==> src/rtl/vmask_scan_pkg.sv <==
package vmask_scan_pkg;

  typedef enum logic {
    OP_COUNT = 1'b0,
    OP_FIRST = 1'b1
  } scan_op_e;

  // number of ones in one byte of live elements
  function automatic logic [3:0] ones_in_byte(input logic [7:0] b);
    logic [3:0] n;
    n = '0;
    for (int k = 0; k < 8; k++) n = n + {3'b000, b[k]};
    return n;
  endfunction

  // offset of the lowest set bit of a byte (0 when none)
  function automatic logic [2:0] low_bit(input logic [7:0] b);
    logic [2:0] p;
    p = '0;
    for (int k = 7; k >= 0; k--) if (b[k]) p = 3'(k);
    return p;
  endfunction

endpackage

==> src/rtl/vmask_byte_lane.sv <==
module vmask_byte_lane #(
  parameter int IDX_W = 5,
  parameter int VL_W  = 9
) (
  input  logic [7:0]       src_b,
  input  logic [7:0]       gov_b,
  input  logic [IDX_W-1:0] byte_idx,
  input  logic [VL_W-1:0]  vl_eff,
  output logic [7:0]       live,
  output logic [3:0]       live_cnt,
  output logic             live_hit,
  output logic [2:0]       live_off
);
  import vmask_scan_pkg::*;

  for (genvar k = 0; k < 8; k++) begin : g_elem
    logic [VL_W-1:0] elem_idx;
    assign elem_idx = VL_W'({byte_idx, 3'(k)});
    assign live[k]  = src_b[k] & gov_b[k] & (elem_idx < vl_eff);
  end

  assign live_cnt = ones_in_byte(live);
  assign live_hit = |live;
  assign live_off = low_bit(live);

endmodule

==> src/rtl/vmask_scan_ctrl.sv <==
module vmask_scan_ctrl #(
  parameter int MAX_VL = 256,
  parameter int IDX_W  = 5,
  parameter int VL_W   = 9
) (
  input  logic             clk,
  input  logic             rst_n,
  input  logic             start_i,
  input  logic             op_i,
  input  logic [31:0]      vl_i,
  input  logic             vstart_nz_i,
  input  logic [3:0]       live_cnt,
  input  logic             live_hit,
  input  logic [2:0]       live_off,
  output logic             accept,
  output logic             busy,
  output logic [IDX_W-1:0] byte_idx,
  output logic [VL_W-1:0]  vl_eff,
  output logic             done_o,
  output logic [31:0]      result_o,
  output logic             exc_o
);
  import vmask_scan_pkg::*;

  localparam logic [31:0] MAX_VL32 = 32'(MAX_VL);

  scan_op_e         op_q;
  logic [VL_W-1:0]  run_cnt;
  logic [VL_W-1:0]  cnt_next;
  logic [IDX_W-1:0] last_idx;
  logic [VL_W-1:0]  vl_clamped;
  logic             is_last;
  logic             first_hit;

  assign vl_clamped = (vl_i > MAX_VL32) ? VL_W'(MAX_VL) : vl_i[VL_W-1:0];
  assign accept     = start_i & ~busy;
  assign last_idx   = IDX_W'((vl_eff - 1'b1) >> 3);
  assign is_last    = (byte_idx == last_idx);
  assign first_hit  = (op_q == OP_FIRST) & live_hit;
  assign cnt_next   = run_cnt + VL_W'(live_cnt);

  always_ff @(posedge clk or negedge rst_n) begin
    if (!rst_n) begin
      busy     <= 1'b0;
      op_q     <= OP_COUNT;
      vl_eff   <= '0;
      byte_idx <= '0;
      run_cnt  <= '0;
      done_o   <= 1'b0;
      exc_o    <= 1'b0;
      result_o <= '0;
    end else begin
      done_o <= 1'b0;
      exc_o  <= 1'b0;
      if (accept) begin
        op_q     <= scan_op_e'(op_i);
        vl_eff   <= vl_clamped;
        byte_idx <= '0;
        run_cnt  <= '0;
        if (vstart_nz_i) begin
          done_o   <= 1'b1;
          exc_o    <= 1'b1;
          result_o <= '0;
        end else if (vl_clamped == '0) begin
          done_o   <= 1'b1;
          result_o <= (op_i == OP_FIRST) ? '1 : '0;
        end else begin
          busy <= 1'b1;
        end
      end else if (busy) begin
        run_cnt <= cnt_next;
        if (first_hit) begin
          busy     <= 1'b0;
          done_o   <= 1'b1;
          result_o <= 32'({byte_idx, live_off});
        end else if (is_last) begin
          busy     <= 1'b0;
          done_o   <= 1'b1;
          result_o <= (op_q == OP_FIRST) ? '1 : 32'(cnt_next);
        end else begin
          byte_idx <= byte_idx + 1'b1;
        end
      end
    end
  end

  // the exception flag travels only on a done pulse and carries no result
  a_r6_exc_only_on_done: assert property (@(posedge clk) disable iff (!rst_n)
    exc_o |-> (done_o && result_o == '0));

  // one byte per busy cycle
  a_r10_one_byte_per_cycle: assert property (@(posedge clk) disable iff (!rst_n)
    (busy && $past(busy) && !done_o) |-> (byte_idx == $past(byte_idx) + 1'b1));

  // running count never decreases during a scan
  a_r4_count_monotone: assert property (@(posedge clk) disable iff (!rst_n)
    busy |=> (run_cnt >= $past(run_cnt)));

  // reported count never exceeds the latched length
  a_r4_count_bound: assert property (@(posedge clk) disable iff (!rst_n)
    (done_o && !exc_o && op_q == OP_COUNT) |-> (result_o <= 32'(vl_eff)));

  // a reported index lies below the latched length
  a_r5_index_bound: assert property (@(posedge clk) disable iff (!rst_n)
    (done_o && op_q == OP_FIRST && result_o != '1) |-> (result_o < 32'(vl_eff)));

  // done never appears while a scan is still running
  a_r9_done_not_busy: assert property (@(posedge clk) disable iff (!rst_n)
    done_o |-> !busy);

endmodule

==> src/rtl/vmask_scan.sv <==
module vmask_scan #(
  parameter int MAX_VL = 256
) (
  input  logic              clk,
  input  logic              rst_n,
  input  logic              start_i,
  input  logic              op_i,
  input  logic [MAX_VL-1:0] src_i,
  input  logic [MAX_VL-1:0] gov_i,
  input  logic [31:0]       vl_i,
  input  logic              vstart_nz_i,
  output logic              done_o,
  output logic [31:0]       result_o,
  output logic              exc_o
);
  localparam int NBYTES = MAX_VL / 8;
  localparam int IDX_W  = (NBYTES > 1) ? $clog2(NBYTES) : 1;
  localparam int VL_W   = $clog2(MAX_VL + 1);

  logic [MAX_VL-1:0] src_q, gov_q;
  logic              accept, busy;
  logic [IDX_W-1:0]  byte_idx;
  logic [VL_W-1:0]   vl_eff;
  logic [7:0]        src_b, gov_b, live;
  logic [3:0]        live_cnt;
  logic              live_hit;
  logic [2:0]        live_off;

  always_ff @(posedge clk or negedge rst_n) begin
    if (!rst_n) begin
      src_q <= '0;
      gov_q <= '0;
    end else if (accept) begin
      src_q <= src_i;
      gov_q <= gov_i;
    end
  end

  assign src_b = src_q[8*byte_idx +: 8];
  assign gov_b = gov_q[8*byte_idx +: 8];

  vmask_byte_lane #(.IDX_W(IDX_W), .VL_W(VL_W)) lane_i (
    .src_b    (src_b),
    .gov_b    (gov_b),
    .byte_idx (byte_idx),
    .vl_eff   (vl_eff),
    .live     (live),
    .live_cnt (live_cnt),
    .live_hit (live_hit),
    .live_off (live_off)
  );

  vmask_scan_ctrl #(.MAX_VL(MAX_VL), .IDX_W(IDX_W), .VL_W(VL_W)) ctrl_i (
    .clk         (clk),
    .rst_n       (rst_n),
    .start_i     (start_i),
    .op_i        (op_i),
    .vl_i        (vl_i),
    .vstart_nz_i (vstart_nz_i),
    .live_cnt    (live_cnt),
    .live_hit    (live_hit),
    .live_off    (live_off),
    .accept      (accept),
    .busy        (busy),
    .byte_idx    (byte_idx),
    .vl_eff      (vl_eff),
    .done_o      (done_o),
    .result_o    (result_o),
    .exc_o       (exc_o)
  );

  // a live element always sits below the latched length
  a_r3_live_in_range: assert property (@(posedge clk) disable iff (!rst_n)
    (busy && live_hit) |-> (32'({byte_idx, live_off}) < 32'(vl_eff)));

  // a live element needs both mask bits
  a_r2_live_needs_both: assert property (@(posedge clk) disable iff (!rst_n)
    busy |-> ((live & ~(src_b & gov_b)) == 8'h00));

endmodule

==> config.mk <==
export PLATFORM = sky130hd
export DESIGN_NAME = vmask_scan
export DESIGN_NICKNAME = d
export VERILOG_FILES = /design/src/rtl/vmask_scan_pkg.sv /design/src/rtl/vmask_byte_lane.sv /design/src/rtl/vmask_scan_ctrl.sv /design/src/rtl/vmask_scan.sv
export SDC_FILE = /design/constraint.sdc
export NUM_CORES = 1
export LEC_CHECK = 0
export ABC_AREA = 1
export ABC_CLOCK_PERIOD_IN_PS = 5450
export BUFFER_PORTS_ARGS = -buffer_cell sky130_fd_sc_hd__buf_4
export CORE_ASPECT_RATIO = 0.9
export CORE_UTILIZATION = 49
export DETAILED_ROUTE_END_ITERATION = 6
export GPL_ROUTABILITY_DRIVEN = 1
export MAX_ROUTING_LAYER = met4
export PLACE_DENSITY_LB_ADDON = 0.1
export SLEW_MARGIN = 20
export SYNTH_ARGS = -nofsm -noshare
export SYNTH_HDL_FRONTEND = slang
export SYNTH_SLANG_ARGS = --single-unit
==> constraint.sdc <==
create_clock -name clk -period 5.45 [get_ports clk]
set_input_delay 0 -clock clk [delete_from_list [all_inputs] [get_ports clk]]
set_output_delay 0 -clock clk [all_outputs]
set_load 0.005 [all_outputs]
# --- Word level (Yosys, flattened, before mapping) ---
# Cells that the tools add are included.
word_totals:
  ff_bits: 571
  input_bits: 549
  out_inout_bits: 34
  wordCells: 100
op_classes:
  addsub: 10
  n_lt_le_gt_ge: 9
  eq_ne: 6
  n_shift: 2
  mux: 37
  bitwise_logic: 19
  n_reduce_logical: 7
op_table:
  columns: ["op", "count"]
  rows:
  - ["indexed part select 256 x 9 -> 8 bit", 2]
  - ["two-way mux 32 bit", 8]
  - ["less-than comparator 8 x 9 -> 1 bit", 8]
  - ["greater-than comparator 32 x 9 -> 1 bit, second input constant", 1]
  - ["two-way mux 9 bit", 3]
  - ["adder 4 x 1 -> 4 bit", 6]
  - ["two-way mux 3 bit", 8]
  - ["two-way mux 5 bit", 4]
  - ["bitwise AND 1 bit", 18]
  - ["two-way mux 1 bit", 14]
  - ["adder 9 x 4 -> 9 bit", 1]
  - ["zero test 9 bit", 1]
  - ["!= test 2 bit, second input constant", 4]
  - ["OR reduction 8 bit", 1]
  - ["subtractor 8 x 1 -> 8 bit, second input constant", 1]
  - ["AND reduction 3 bit", 2]
  - ["adder 5 x 1 -> 5 bit, second input constant", 1]
  - ["equality test 5 bit", 1]
  - ["!= test 3 x 2 -> 1 bit, second input constant", 1]
  - ["nonzero test 3 bit", 1]
  - ["adder 1 x 1 -> 2 bit", 1]
  - ["AND reduction 2 bit", 1]
  - ["nonzero test 2 bit", 1]
  - ["inverter 1 bit", 1]

# --- Depth between registers and ports, before layout ---
# Gate-level depths: netlist of run 1.
depth:
  ltp_word: 16
  mapped_depth: 31
  depth_no_buf: 29

# --- By module ---
# Synthesis of run 1 repeated with hierarchy kept, for this count alone.
unflattened:
  cells_unflattened: 2741
  area_unflattened_um2: 27462.6
modules_own_cells:
  columns: ["module", "instances", "cells_per_inst", "area_per_inst_um2", "seq_area_each_um2"]
  rows:
  - ["vmask_scan", 1, 2298, 24277.0, 12812.3]
  - ["vmask_scan_ctrl", 1, 334, 2478.6, 925.9]
  - ["vmask_byte_lane", 1, 109, 706.9, 0.0]

# --- Worst setup path before layout of run 1 ---
# Ideal clock, no wire load.
synth_timing:
  kind: "register to register"
  start: "register ctrl_i.byte_idx[0]"
  end: "register ctrl_i.result_o[8]"
  setup_ps: 132
  t_arrival_ps: 5397
  required_time_ps: 5318
  path_slack_ps: -79
  stages_incl_launch_ff: 29
  n_path_buf: 3
  synth_period_minus_slack_ps: 5529
  path_cell_list: "dfrtp_1 buf_6 inv_4 buf_2 buf_1 ha_1 nand2_1 inv_1 nand3_1 nor2_1 a21oi_1 nand2_1 inv_1 ha_1 inv_1 fa_1 fa_1 fa_1 fa_1 inv_1 fa_1 a21o_1 a21oi_1 nor3_1 a31o_2 nand3_1 nand2_1 nand2_1 a21oi_1"
synth_between:
  elab_chain_cells: 16
  elab_cells_between_ends: 44
  cone_classes: "add/sub (8); order compare (8); eq/ne (1); shift (2); mux (5); bitwise (17); reduce/logical (3)"
synth_rtl:
  columns: ["element", "line", "text"]
  rows:
  - ["from (decl)", "vmask_scan_ctrl.sv:17", "output logic [IDX_W-1:0] byte_idx,"]
  - ["from (signal assigned)", "vmask_scan_ctrl.sv:81", "byte_idx <= byte_idx + 1'b1;"]
  - ["indexed part select 256 x 9 -> 8 bit, on equally long branches", "vmask_scan.sv:39, vmask_scan.sv:40", null]
  - ["bitwise AND 1 bit (2 in a row)", "vmask_byte_lane.sv:19", "assign live[k] = src_b[k] & gov_b[k] & (elem_idx < vl_eff);"]
  - ["adder 1 x 1 -> 2 bit", "vmask_scan_pkg.sv:12", "for (int k = 0; k < 8; k++) n = n + {3'b000, b[k]};"]
  - ["adder 4 x 1 -> 4 bit (6 in a row)", "vmask_scan_pkg.sv:12", null]
  - ["adder 9 x 4 -> 9 bit", "vmask_scan_ctrl.sv:40", "assign cnt_next = run_cnt + VL_W'(live_cnt);"]
  - ["two-way mux 32 bit", "vmask_scan_ctrl.sv:79", "result_o <= (op_q == OP_FIRST) ? '1 : 32'(cnt_next);"]
  - ["two-way mux 32 bit", "vmask_scan_ctrl.sv:76", "end else if (is_last) begin"]
  - ["two-way mux 32 bit", "vmask_scan_ctrl.sv:72", "if (first_hit) begin"]
  - ["two-way mux 32 bit", "vmask_scan_ctrl.sv:70", "end else if (busy) begin"]
  - ["two-way mux 32 bit", "vmask_scan_ctrl.sv:55", "if (accept) begin"]
  - ["to (signal assigned)", "vmask_scan_ctrl.sv:66", "result_o <= (op_i == OP_FIRST) ? '1 : '0;"]
  - ["to (signal assigned)", "vmask_scan_ctrl.sv:75", "result_o <= 32'({byte_idx, live_off});"]
  - ["to (signal assigned)", "vmask_scan_ctrl.sv:79", null]
  - ["to (decl)", "vmask_scan_ctrl.sv:20", "output logic [31:0] result_o,"]
# Several ways; a longest one is shown, not always the timed one. The select of a mux whose other input is x is not followed.
# A chain may end at the register's enable or synchronous reset.

# --- Worst setup path after layout of run 1 ---
# Same ends and word-level chain as after synthesis.

==> metrics.cfg, run 1 <==
[outcome]
status = complete, no violations

[synth]
yosys_warnings = 0
ys_ff_latch = 549
muxShareOfSynthArea = 0
synth_top_area_share = 0.557
yosysTopAreaCell = dfrtp_1
synth_ff_type = dfrtp_1
synth-compound-area-share = 0.0180
netlist_instances = 3074
yosys-top-cells-area = dfrtp_1 (56%), nand2_1 (25%), nand3_1 (9.8%)
synthAdderAreaFrac = 0.0122
ys_types = 41
synth_top_family_by_area = simple AND/OR/NAND/NOR gates
syn_nets = 3644
yosys.area_share.simple = 0.361
async_reset_ff_frac = 1.00
synth_xor_area_frac = 0.00568
syn_area_sq_um = 24700
yosysSeqAreaShare = 0.557
synth.avg_cell_area_sq_um = 8.02
synth-edff-count = 0

[pwr]
swShare = 0.411
combPwrFrac = 0.435
switchingPower_w = 0.00826
peakVddDrop_mv = 0.563
clockPowerShare = 0.200
p_leak_nw = 19.3
sequentialPowerShare = 0.365
power.density_nw_per_um2 = 540
p_int_w = 0.0118

[routing]
first_iter_violations = 2912
wl_per_cell_um = 21.0
vias = 26700
drc = 0
wirelength_um = 102000
drt-pass1-iter-count = 6
viasPerCell = 5.48
detail-route-antenna-nets = 0

[clock_network]
htree_levels = 2
root_buffer = clkbuf_16
clock_latency_ns = 0.63
cts.sinks = 549
clkSlewWorstSetupHoldPaths_ns = 0.07
cts_tree = done
clk_path_buf_depth = 3
cts_made_buffers = 55

[timing]
post-route-period-util = 0.973
max_slew.worst_pin.slew_ns = 1.05
hold_viol_final = 0
slew_viol_final = 0
finalWorstPathRequiredPeriod_ns = 5.30
setup_tns_ns = 0
max_freq_mhz = 189
fin_ws_ns = 0.148
fin_skew_ns = 0.0267
rsz0062_at_grt = yes
setup_viol = 0
slew_headroom = 0.299

[die]
fp.dieW_um = 238
core_area_sq_um = 49400
io_pins = 583
dieArea_sq_um = 51200
chipHeight_um = 215
start_util = 0.499
rows = 77

[grt]
grt_max_degree = 214
grt_pass1_vias = 27200
grt_pass1_wl_um = 155000
track_usage = 0.407
grt_overflow = 0
antenna_found_initial = 12

[place]
port-buffer-count = 582
dp_hpwl_um = 63100
place_area_sq_um = 29700
dp.cells = 4206
dp_slack_ns = -0.166
place_congestion = 0.946

[worst_hold_path]
min_path_type = in2async

[worst_setup_path]
critical-path-slowest-cell = fa_1
required_ns = 5.93
end_kind = flip-flop
cp_data_arrival_time_ns = 5.78
ff2ff_path_depth = 27
critical_path_class = reg2reg
critical_path.startpoint_type = flip-flop
path_depth = 27
max_stage_delay_ns = 0.56
crit_family = adder cells
crit_buf_inv = 6
crit_fanout = 5

[final_layout]
drive_gt1_frac = 0.201
num-nets-final = 4698
stdcell_area_sq_um = 37200
fill_cells = 3355
final_util = 0.754
instances_no_fill = 4861
areaGrowthSynthToFinish_pct = 51.0

[flow_run]
maxCapViolations = 0

-- logic make-up (layout without fill, tap and decap cells) --
group                    Yosys count  in the layout
buffers and inverters            244           1343
flip-flops                       549            549
AND/OR/NAND/NOR                 2169           2169
XOR/XNOR                          16             16
AO/OA/AOI/OAI                     75             75
adder cells (fa/ha/maj)           21             21
other                              0             17
-- routing by layer --
metal  global-route usage  up-vias  share of wire
met1                0.511    12800           0.39
met3               0.0762      414          0.086
met2                0.629     1604           0.47
met4                0.215        0          0.059
li1                     -    11900              -
met5                    -        -              0
-- stage by stage --
| stage | total power [W] | hold slack [ns] |
|---|---|---|
| finish | 0.0201 | 0.0167 |
| global route | 0.0213 | 0.103 |
| CTS | 0.0193 | 0.0538 |
| detailed placement | 0.0149 | 0.107 |
| global placement | 0.0147 | 0.114 |
| floorplan | 0.0119 | -0.296 |
-- layout by cell type (no fill, tap or decap), drive strengths merged --
master	instances
nand2	1621
buf	662
dfrtp	549
dlygate4sd3	526
nand3	489
clkbuf	85
inv	47
nor2	38
a21oi	28
o21ai	21
diode	17
ha	16
clkinv	14
xor2	11
o22ai	10
nand4	6
o211ai	6
nor4	6
nor3	6
clkinvlp	5
xnor2	5
fa	5
bufinv	4
a21o	2
o21a	2
nand3b	2
a31oi	2
a22oi	1
o41ai	1
and2	1
a31o	1
o21bai	1
-- path summary, 6_finish.rpt --
check,end,startpoint,slack [ns]
max in group asynchronous,src_q[141],rst_n,3.94
min reg2reg,gov_q[215],gov_q[215],0.47
min in group clk,src_q[46],src_i[46],0.12
max,ctrl_i.result_o[8],ctrl_i.byte_idx[0],0.15
max reg2reg,ctrl_i.result_o[8],ctrl_i.byte_idx[0],0.15
min,src_q[114],rst_n,0.02
-- synthesized netlist by cell type, types with 10 or more instances --
cell type,n
a21oi_1,27
buf_2,27
buf_4,28
clkbuf_1,121
dfrtp_1,549
ha_1,16
inv_1,44
nand2_1,1613
nand3_1,484
nor2_1,28
o21ai_0,20
o22ai_1,10
xor2_1,11
-- power groups by stage --
stage | sequential [W] | combinational, W | clock, W
6_report | 0.00734 | 0.00874 | 0.00401
2_1_floorplan | 0.00683 | 0.00506 | 0
3_5_place_dp | 0.00727 | 0.00768 | 0
3_3_place_gp | 0.00727 | 0.00743 | 0
5_1_grt | 0.00750 | 0.00963 | 0.00419
4_1_cts | 0.00724 | 0.00804 | 0.00401
-- flip-flops by register name, indices dropped and copies added, names as in the netlist --
signal,cells
ctrl_i.op_q,1
ctrl_i.vl_eff,9
src_q,256
ctrl_i.busy,1
ctrl_i.result_o,10
ctrl_i.run_cnt,9
ctrl_i.byte_idx,5
ctrl_i.done_o,1
gov_q,256
ctrl_i.exc_o,1
-- cell type report --
| class | count | area [sq um] | share of cell area |
|---|---|---|---|
| clock inverter | 19 | 234 | 0.00628 |
| antenna | 17 | 42.5 | 0.00114 |
| sequential | 549 | 13700 | 0.369 |
| tap | 671 | 840 | 0.0225 |
| clock buffer | 83 | 1670 | 0.0449 |
| timing repair buffer | 1190 | 10500 | 0.282 |
| multi-input combinational | 2281 | 9990 | 0.268 |
| inverter | 51 | 213 | 0.00571 |
-- timing repair --
item / CTS / global route
setup endpoints to repair: 8 / 13
pin swaps: 2 / 24
gates resized for setup: 7 / 56
buffers inserted: 0 / 10
hold buffers: 526 / 0
gates cloned: 0 / 2
hold endpoints to repair: 644 / 0
Note: power is estimated with default switching activity, not from simulation.
==> inputs of run 2 (changes only) <==
- ABC_CLOCK_PERIOD_IN_PS: 5450 -> default
- CORE_AREA: default -> 2 2 229 231
- CORE_ASPECT_RATIO: 0.9 -> default
- CORE_UTILIZATION: 49 -> default
- DIE_AREA: default -> 0 0 231 233
- clock period: 5.45 -> 6.8 ns (I/O delays scaled with it)
==> run 2 against run 1 <==
- largest cell class unchanged
- largest power group unchanged
- combinational power is 29% lower
- total power is 24% lower
- critical path depth is 3 lower
- first-iteration DRC count is 6.4% lower
- utilization is 3.9 points lower
- register-to-register slack better by 0.52 ns
- die area is 5.1% higher
- the flow now finishes with violations (design-rule violations, negative hold slack)
- via count is 2.3% lower
- sequential share of layout area is 0.75 points higher
- design area is 2.0% lower
==> metrics.cfg, run 2 (synthesis results as in run 1) <==
[outcome]
status = finished, violations left  ; was complete, no violations
violations = design-rule violations, negative hold slack

[grt]
antenna_found_initial = 5  ; was 12
grt_pass1_vias = 26900  ; was 27.2k
grt_max_degree = 250  ; was 214
track_usage = 0.373  ; was 0.407
grt_overflow = 0  ; unchanged
grt_pass1_wl_um = 150000  ; was 155000 um

[worst_setup_path]
end_kind = flip-flop  ; unchanged
cp_data_arrival_time_ns = 6.64  ; was 5.78 ns
crit_top_cell = fa_1
critical_path_class = reg2reg  ; unchanged
critical_path.startpoint_type = flip-flop  ; unchanged
required_ns = 7.31  ; was 5.93 ns
critical-path-slowest-cell = buf_12  ; was fa_1
crit_fanout = 133  ; was 5
max_stage_delay_ns = 0.58  ; was 0.56 ns
path_cells = buf_12, nand3_1, nand3_1, a21oi_1, o21ai_0, nand3_1, nand2_1, nand2_1, inv_1, ha_1, inv_1, fa_1, fa_1, fa_1, fa_1, inv_1, fa_1, a21o_1, a21oi_1, nor3_1, xor2_1, nand2_1, o211ai_1, a21oi_1

[die]
start_util = 0.483  ; was 0.499
chipHeight_um = 233  ; was 215 um
io_pins = 583  ; unchanged
fp.dieW_um = 231  ; was 238 um
core_area_sq_um = 51100  ; was 49400 sq um
rows = 83  ; was 77
dieArea_sq_um = 53800  ; was 51200 sq um

[final_layout]
drive_gt1_frac = 0.179  ; was 0.201
final_util = 0.714  ; was 0.754
final_common_cell = nand2_1  ; unchanged
num-nets-final = 4648  ; was 4698
multi_input_area_sq_um = 9790  ; was 9990 sq um
reg.largest.list = gov_q: 256 flops, src_q: 256 flops, ctrl_i.result_o: 10 flops  ; unchanged
stdcell_area_sq_um = 36500  ; was 37200 sq um
areaGrowthSynthToFinish_pct = 48.0  ; was 51.0%
fill_cells = 3781  ; was 3355
mostFrequentLayoutCells = nand2_1 (1613), buf_4 (602), dfrtp_1 (546), dlygate4sd3_1 (527), nand3_1 (484)  ; was nand2_1 (1611), buf_4 (641), dfrtp_1 (546), dlygate4sd3_1 (526), nand3_1 (468)
seq_area_sq_um = 13700  ; unchanged

[timing]
hold_viol_final = 1  ; was 0
setup_tns_ns = 0  ; unchanged
max_freq_mhz = 163  ; was 189 MHz
finalWorstPathRequiredPeriod_ns = 6.13  ; was 5.30 ns
slew_viol_final = 0  ; unchanged
slew_headroom = 0.249  ; was 0.299
rsz0062_at_grt = no  ; was yes
fin_skew_ns = 0.0407  ; was 0.0267 ns
hold_slack_ns = -0.0000111  ; was 0.0167 ns
fin_ws_ns = 0.668  ; was 0.148 ns
setup_viol = 0  ; unchanged
max_slew.worst_pin.slew_ns = 1.13  ; was 1.05 ns
post-route-period-util = 0.902  ; was 0.973

[pwr]
power.density_nw_per_um2 = 416  ; was 540 nW/um^2
peakVddDrop_mv = 0.324  ; was 0.563 mV
p_leak_nw = 18.9  ; was 19.3 nW
p_total_w = 0.0152  ; was 0.0201 W

[routing]
drc = 1  ; was 0
wirelength_um = 98300  ; was 102000 um
wl_per_cell_um = 20.4  ; was 21.0 um
vias = 26000  ; was 26.7k
drt-pass1-iter-count = 7  ; was 6
detail-route-antenna-nets = 0  ; unchanged
first_iter_violations = 2725  ; was 2912
viasPerCell = 5.42  ; was 5.48

[clock_network]
clock_latency_ns = 0.63  ; about the same
htree_levels = 2  ; unchanged
clk_path_buf_depth = 3  ; unchanged
clkSlewWorstSetupHoldPaths_ns = 0.06  ; was 0.07 ns
cts.sinks = 549  ; unchanged
cts_made_buffers = 57  ; was 55
cts_tree = done  ; unchanged
root_buffer = clkbuf_16  ; unchanged

[flow_run]
maxCapViolations = 0  ; unchanged

[place]
port-buffer-count = 582  ; unchanged
place_area_sq_um = 29300  ; was 29700 sq um
place_congestion = 0.894  ; was 0.946
dp_slack_ns = 0.715  ; was -0.166 ns
dp_hpwl_um = 61600  ; was 63100 um

[worst_hold_path]
min_path_type = in2async  ; unchanged

## run 2: area by class of cell
type	count	area share
clock buffers	85	0.0472
clock inverters	15	0.00610
inverters	51	0.00552
diodes	6	0.000411
multi-input cells	2281	0.268
repair buffers	1138	0.273
well taps	680	0.0233
flip-flops and latches	549	0.377
## run 2: worst max-delay path, delay by kind of cell, from the launching register on
family	cells	cell delay, ns
buffers and inverters	4	0.80
adder cells (fa/ha/maj)	6	2.57
XOR/XNOR	1	0.17
AND/OR/NAND/NOR	7	0.91
flip-flops	1	0.44
AO/OA/AOI/OAI	6	1.05
## run 2: power by group
part,internal [W],switching (W)
registers,0.00481,0.000955
logic,0.00230,0.00387
clock network,0.00193,0.00132
## run 2: per-stage QoR
step / std cells / hold slack [ns]
4_1_cts: 4799 / 0.0532
3_3_place_gp: 4172 / 0.0979
6_report: 4805 / -0.0000111
2_1_floorplan: 3074 / -0.296
5_1_grt: 4804 / 0.102
3_5_place_dp: 4172 / 0.109
## run 2: final timing paths
check,end,startpoint,depth (start not counted),slack [ns]
max in group asynchronous,src_q[33],rst_n,3,5.20
setup reg to reg,ctrl_i.result_o[6],ctrl_i.byte_idx[0],24,0.67
min in group clk,src_q[118],src_i[118],4,0.12
setup / recovery,ctrl_i.result_o[6],ctrl_i.byte_idx[0],24,0.67
hold reg to reg,gov_q[148],gov_q[148],2,0.47
hold / removal,gov_q[198],rst_n,2,-0.00001
## run 2: layer usage
metal	up-vias	share of wire	GRT usage
met5	-	0	-
met4	0	0.061	0.213
met3	352	0.069	0.0604
met2	1341	0.48	0.586
met1	12600	0.39	0.462
li1	11700	-	-
## run 2: repair_timing
| item | in CTS | in global routing |
|---|---|---|
| endpoints found under the hold margin | 649 | 0 |
| hold buffers | 527 | 0 |
| resized for setup | 0 | 0 |
| buffers inserted | 0 | 0 |
==> inputs of run 3 (changes only) <==
- ABC_AREA: 1 -> default
- clock period: 6.8 -> 7.8 ns (I/O delays scaled with it)
==> run 3 against run 2 <==
- the flow now finishes without violations
- total power shrank 12%
- utilization grew 0.72 points
- setup slack gained 0.48 ns
- final cell count shrank 1.7%
- critical path type unchanged
- critical endpoint is now ctrl_i.result_o[8]
- largest cell class unchanged
==> metrics.cfg, run 3 <==
[worst_setup_path]
timing.rr.end = ctrl_i.result_o[8]  ; was ctrl_i.result_o[6]
critical-path-slowest-cell = dfrtp_4  ; was buf_12
crit_buf_inv = 4  ; unchanged
critical_path_class = reg2reg  ; unchanged
cp_data_arrival_time_ns = 7.17  ; was 6.64 ns
path_cells = buf_4, nand3_1, a31oi_1, o21ai_0, o31ai_1, nand4_1, inv_1, ha_1, inv_1, fa_1, fa_1, fa_1, fa_1, inv_1, fa_1, a21o_1, a21oi_1, nor2_1, nand3_1, xnor2_1, nor2_1, nor2_1, a21oi_1, mux2i_1  ; was buf_12, nand3_1, nand3_1, a21oi_1, o21ai_0, nand3_1, nand2_1, nand2_1, inv_1, ha_1, inv_1, fa_1, fa_1, fa_1, fa_1, inv_1, fa_1, a21o_1, a21oi_1, nor3_1, xor2_1, nand2_1, o211ai_1, a21oi_1
crit_fanout = 59  ; was 133
crit_family = adder cells  ; unchanged
r2r_setup_slack_ns = 1.15  ; was 0.67 ns
required_ns = 8.32  ; was 7.31 ns
rr_startpoint = ctrl_i.byte_idx[0]  ; unchanged
end_kind = flip-flop  ; unchanged
ff2ff_path_depth = 24  ; unchanged
crit_top_cell = fa_1  ; unchanged
max_stage_delay_ns = 0.89  ; was 0.58 ns
critical_path.startpoint_type = flip-flop  ; unchanged

[synth]
yosysSeqAreaShare = 0.555  ; was 0.557
syn_nets = 3518  ; was 3644
synth-edff-count = 0  ; unchanged
yosys-top-cells-area = dfrtp_1 (55%), nand2_1 (25%), nand3_1 (2.2%)  ; was dfrtp_1 (56%), nand2_1 (25%), nand3_1 (9.8%)
ys_types = 88  ; was 41
synth.most_common_cell = nand2_1  ; unchanged
yosysTopAreaCell = dfrtp_1  ; unchanged
yosys_warnings = 0  ; unchanged
ys_ff_latch = 549  ; unchanged
synth_top_area_share = 0.555  ; was 0.557
synth.avg_cell_area_sq_um = 8.40  ; was 8.02 sq um
yosys-top-cells-count = nand2_1 (1662), dfrtp_1 (549), clkbuf_1 (117)  ; was nand2_1 (1613), dfrtp_1 (549), nand3_1 (484)
netlist_instances = 2948  ; was 3074
syn_area_sq_um = 24800  ; was 24700 sq um
async_reset_ff_frac = 1.00  ; unchanged
synth_ff_type = dfrtp_1  ; unchanged

[final_layout]
final_util = 0.722  ; was 0.714
final_common_cell = nand2_1  ; unchanged
num-nets-final = 4554  ; was 4648
fill_cells = 3541  ; was 3781
drive_gt1_frac = 0.180  ; was 0.179
seq_area_sq_um = 13700  ; unchanged
mostFrequentLayoutCells = nand2_1 (1662), buf_4 (591), dlygate4sd3_1 (561), dfrtp_1 (546), nand3_1 (110)  ; was nand2_1 (1613), buf_4 (602), dfrtp_1 (546), dlygate4sd3_1 (527), nand3_1 (484)
areaGrowthSynthToFinish_pct = 48.9  ; was 48.0%
multi_input_area_sq_um = 10000  ; was 9790 sq um
reg.largest.list = gov_q: 256 flops, src_q: 256 flops, ctrl_i.result_o: 10 flops  ; unchanged

[timing]
setup_viol = 0  ; unchanged
slew_headroom = 0.0922  ; was 0.249
max_slew.worst_pin.slew_ns = 1.36  ; was 1.13 ns
hold_slack_ns = 0.0512  ; was -0.0000111 ns
post-route-period-util = 0.853  ; was 0.902
finalWorstPathRequiredPeriod_ns = 6.65  ; was 6.13 ns
setup_tns_ns = 0  ; unchanged
hold_viol_final = 0  ; was 1
fin_ws_ns = 1.15  ; was 0.668 ns
slew_viol_final = 0  ; unchanged
rsz0062_at_grt = no  ; unchanged
fin_skew_ns = 0.0205  ; was 0.0407 ns
max_freq_mhz = 150  ; was 163 MHz

[grt]
grt_pass1_vias = 27300  ; was 26.9k
antenna_found_initial = 13  ; was 5
grt_max_degree = 241  ; was 250
grt_overflow = 0  ; unchanged
track_usage = 0.411  ; was 0.373
grt_pass1_wl_um = 161000  ; was 150000 um

[clock_network]
cts_made_buffers = 57  ; unchanged
clk_path_buf_depth = 3  ; unchanged
cts.sinks = 549  ; unchanged
clkSlewWorstSetupHoldPaths_ns = 0.06  ; about the same
clock_latency_ns = 0.62  ; was 0.63 ns
htree_levels = 2  ; unchanged
cts_tree = done  ; unchanged
root_buffer = clkbuf_16  ; unchanged
cts_setup_buffers = 0  ; unchanged

[die]
rows = 83  ; unchanged
core_area_sq_um = 51100  ; unchanged
io_pins = 583  ; unchanged
fp.dieW_um = 231  ; unchanged
chipHeight_um = 233  ; unchanged
dieArea_sq_um = 53800  ; unchanged
start_util = 0.485  ; was 0.483

[routing]
first_iter_violations = 2845  ; was 2725
detail-route-antenna-nets = 0  ; unchanged
wl_per_cell_um = 22.9  ; was 20.4 um
viasPerCell = 5.55  ; was 5.42
wirelength_um = 108000  ; was 98300 um
drc = 0  ; was 1
vias = 26200  ; was 26.0k
drt-pass1-iter-count = 6  ; was 7

[place]
dp_hpwl_um = 68400  ; was 61600 um
port-buffer-count = 582  ; unchanged
place_congestion = 0.955  ; was 0.894
dp_slack_ns = 1.21  ; was 0.715 ns

[worst_hold_path]
min_path_type = in2async  ; unchanged

[flow_run]
maxCapViolations = 0  ; unchanged

[pwr]
power.density_nw_per_um2 = 361  ; was 416 nW/um^2
p_total_w = 0.0133  ; was 0.0152 W
peakVddDrop_mv = 0.243  ; was 0.324 mV
p_leak_nw = 18.7  ; was 18.9 nW

[outcome]
status = complete, no violations  ; was finished, violations left

## run 3: changes by cell type after synthesis, moves of 11 or more
cell | previous run | this run
inv_1 | 44 | 19
a31oi_1 | 2 | 29
nor3_1 | 6 | 17
nand2_1 | 1613 | 1662
nand3b_1 | 0 | 14
o211ai_1 | 6 | 48
a21oi_1 | 27 | 16
a311oi_1 | 0 | 13
o21ai_0 | 20 | 41
and3_1 | 0 | 22
nand3_1 | 484 | 110
a22o_1 | 0 | 11
## run 3: kinds of logic after synthesis
| group | Yosys count | synth area share |
|---|---|---|
| simple gates | 1921 | 0.313 |
| flops | 549 | 0.555 |
| compound gates | 230 | 0.0679 |
| mux | 10 | 0.00717 |
| fa+ha+maj | 21 | 0.0121 |
| buf+inv | 206 | 0.0409 |
| xor+xnor | 11 | 0.00389 |
## run 3: cell type report
| class | count | area share |
|---|---|---|
| Antenna cell | 16 | 0.00109 |
| Clock buffer | 88 | 0.0465 |
| Clock inverter | 15 | 0.00540 |
| Inverter | 22 | 0.00231 |
| Multi-Input combinational cell | 2193 | 0.272 |
| Sequential cell | 549 | 0.373 |
| Tap cell | 680 | 0.0231 |
| Timing Repair Buffer | 1161 | 0.277 |
## run 3: per-stage QoR
step,area (sq um),cells
6_report,36900,4724
3_5_place_dp,29300,4044
2_1_floorplan,24800,2948
5_1_grt,36900,4721
4_1_cts,36800,4708
3_3_place_gp,29300,4044
## run 3: worst register-to-register path: cells and delay by family, from the launching register on
family          cells  cell delay [ns]
compound gates      6             1.36
buf+inv             4             0.65
xor+xnor            1             0.14
mux                 1             0.18
flops               1             0.89
simple gates        6             0.77
fa+ha+maj           6             2.57
## run 3: worst max path at each step
stage	from	to	slack, ns	cells past startpoint
floorplan	ctrl_i.byte_idx[0]	ctrl_i.result_o[8]	2.24	28
global placement	ctrl_i.byte_idx[0]	ctrl_i.result_o[8]	1.31	25
detailed placement	ctrl_i.byte_idx[0]	ctrl_i.result_o[8]	1.21	25
CTS	ctrl_i.byte_idx[0]	ctrl_i.result_o[8]	1.18	25
global route	ctrl_i.byte_idx[0]	ctrl_i.result_o[5]	0.70	24
finish	ctrl_i.byte_idx[0]	ctrl_i.result_o[8]	1.15	24
## run 3: routing by layer
metal	wire, um	share of wire	GRT usage	vias to the layer above
met2	51800	0.48	0.666	1604
met1	40600	0.38	0.489	12600
met4	6350	0.059	0.215	0
li1	-	-	-	11600
met3	9440	0.087	0.0808	408
met5	0	0	-	-
## run 3: report_power, final
part | leakage [nW] | switching [W] | internal (W)
Clock | 0.940 | 0.00117 | 0.00164
Combinational | 10.9 | 0.00315 | 0.00204
Sequential | 6.82 | 0.00110 | 0.00418
## run 3: timing repair
action / in CTS / in global routing
resized for setup: 0 / 0
hold buffers: 561 / 0
hold endpoints to repair: 644 / 0
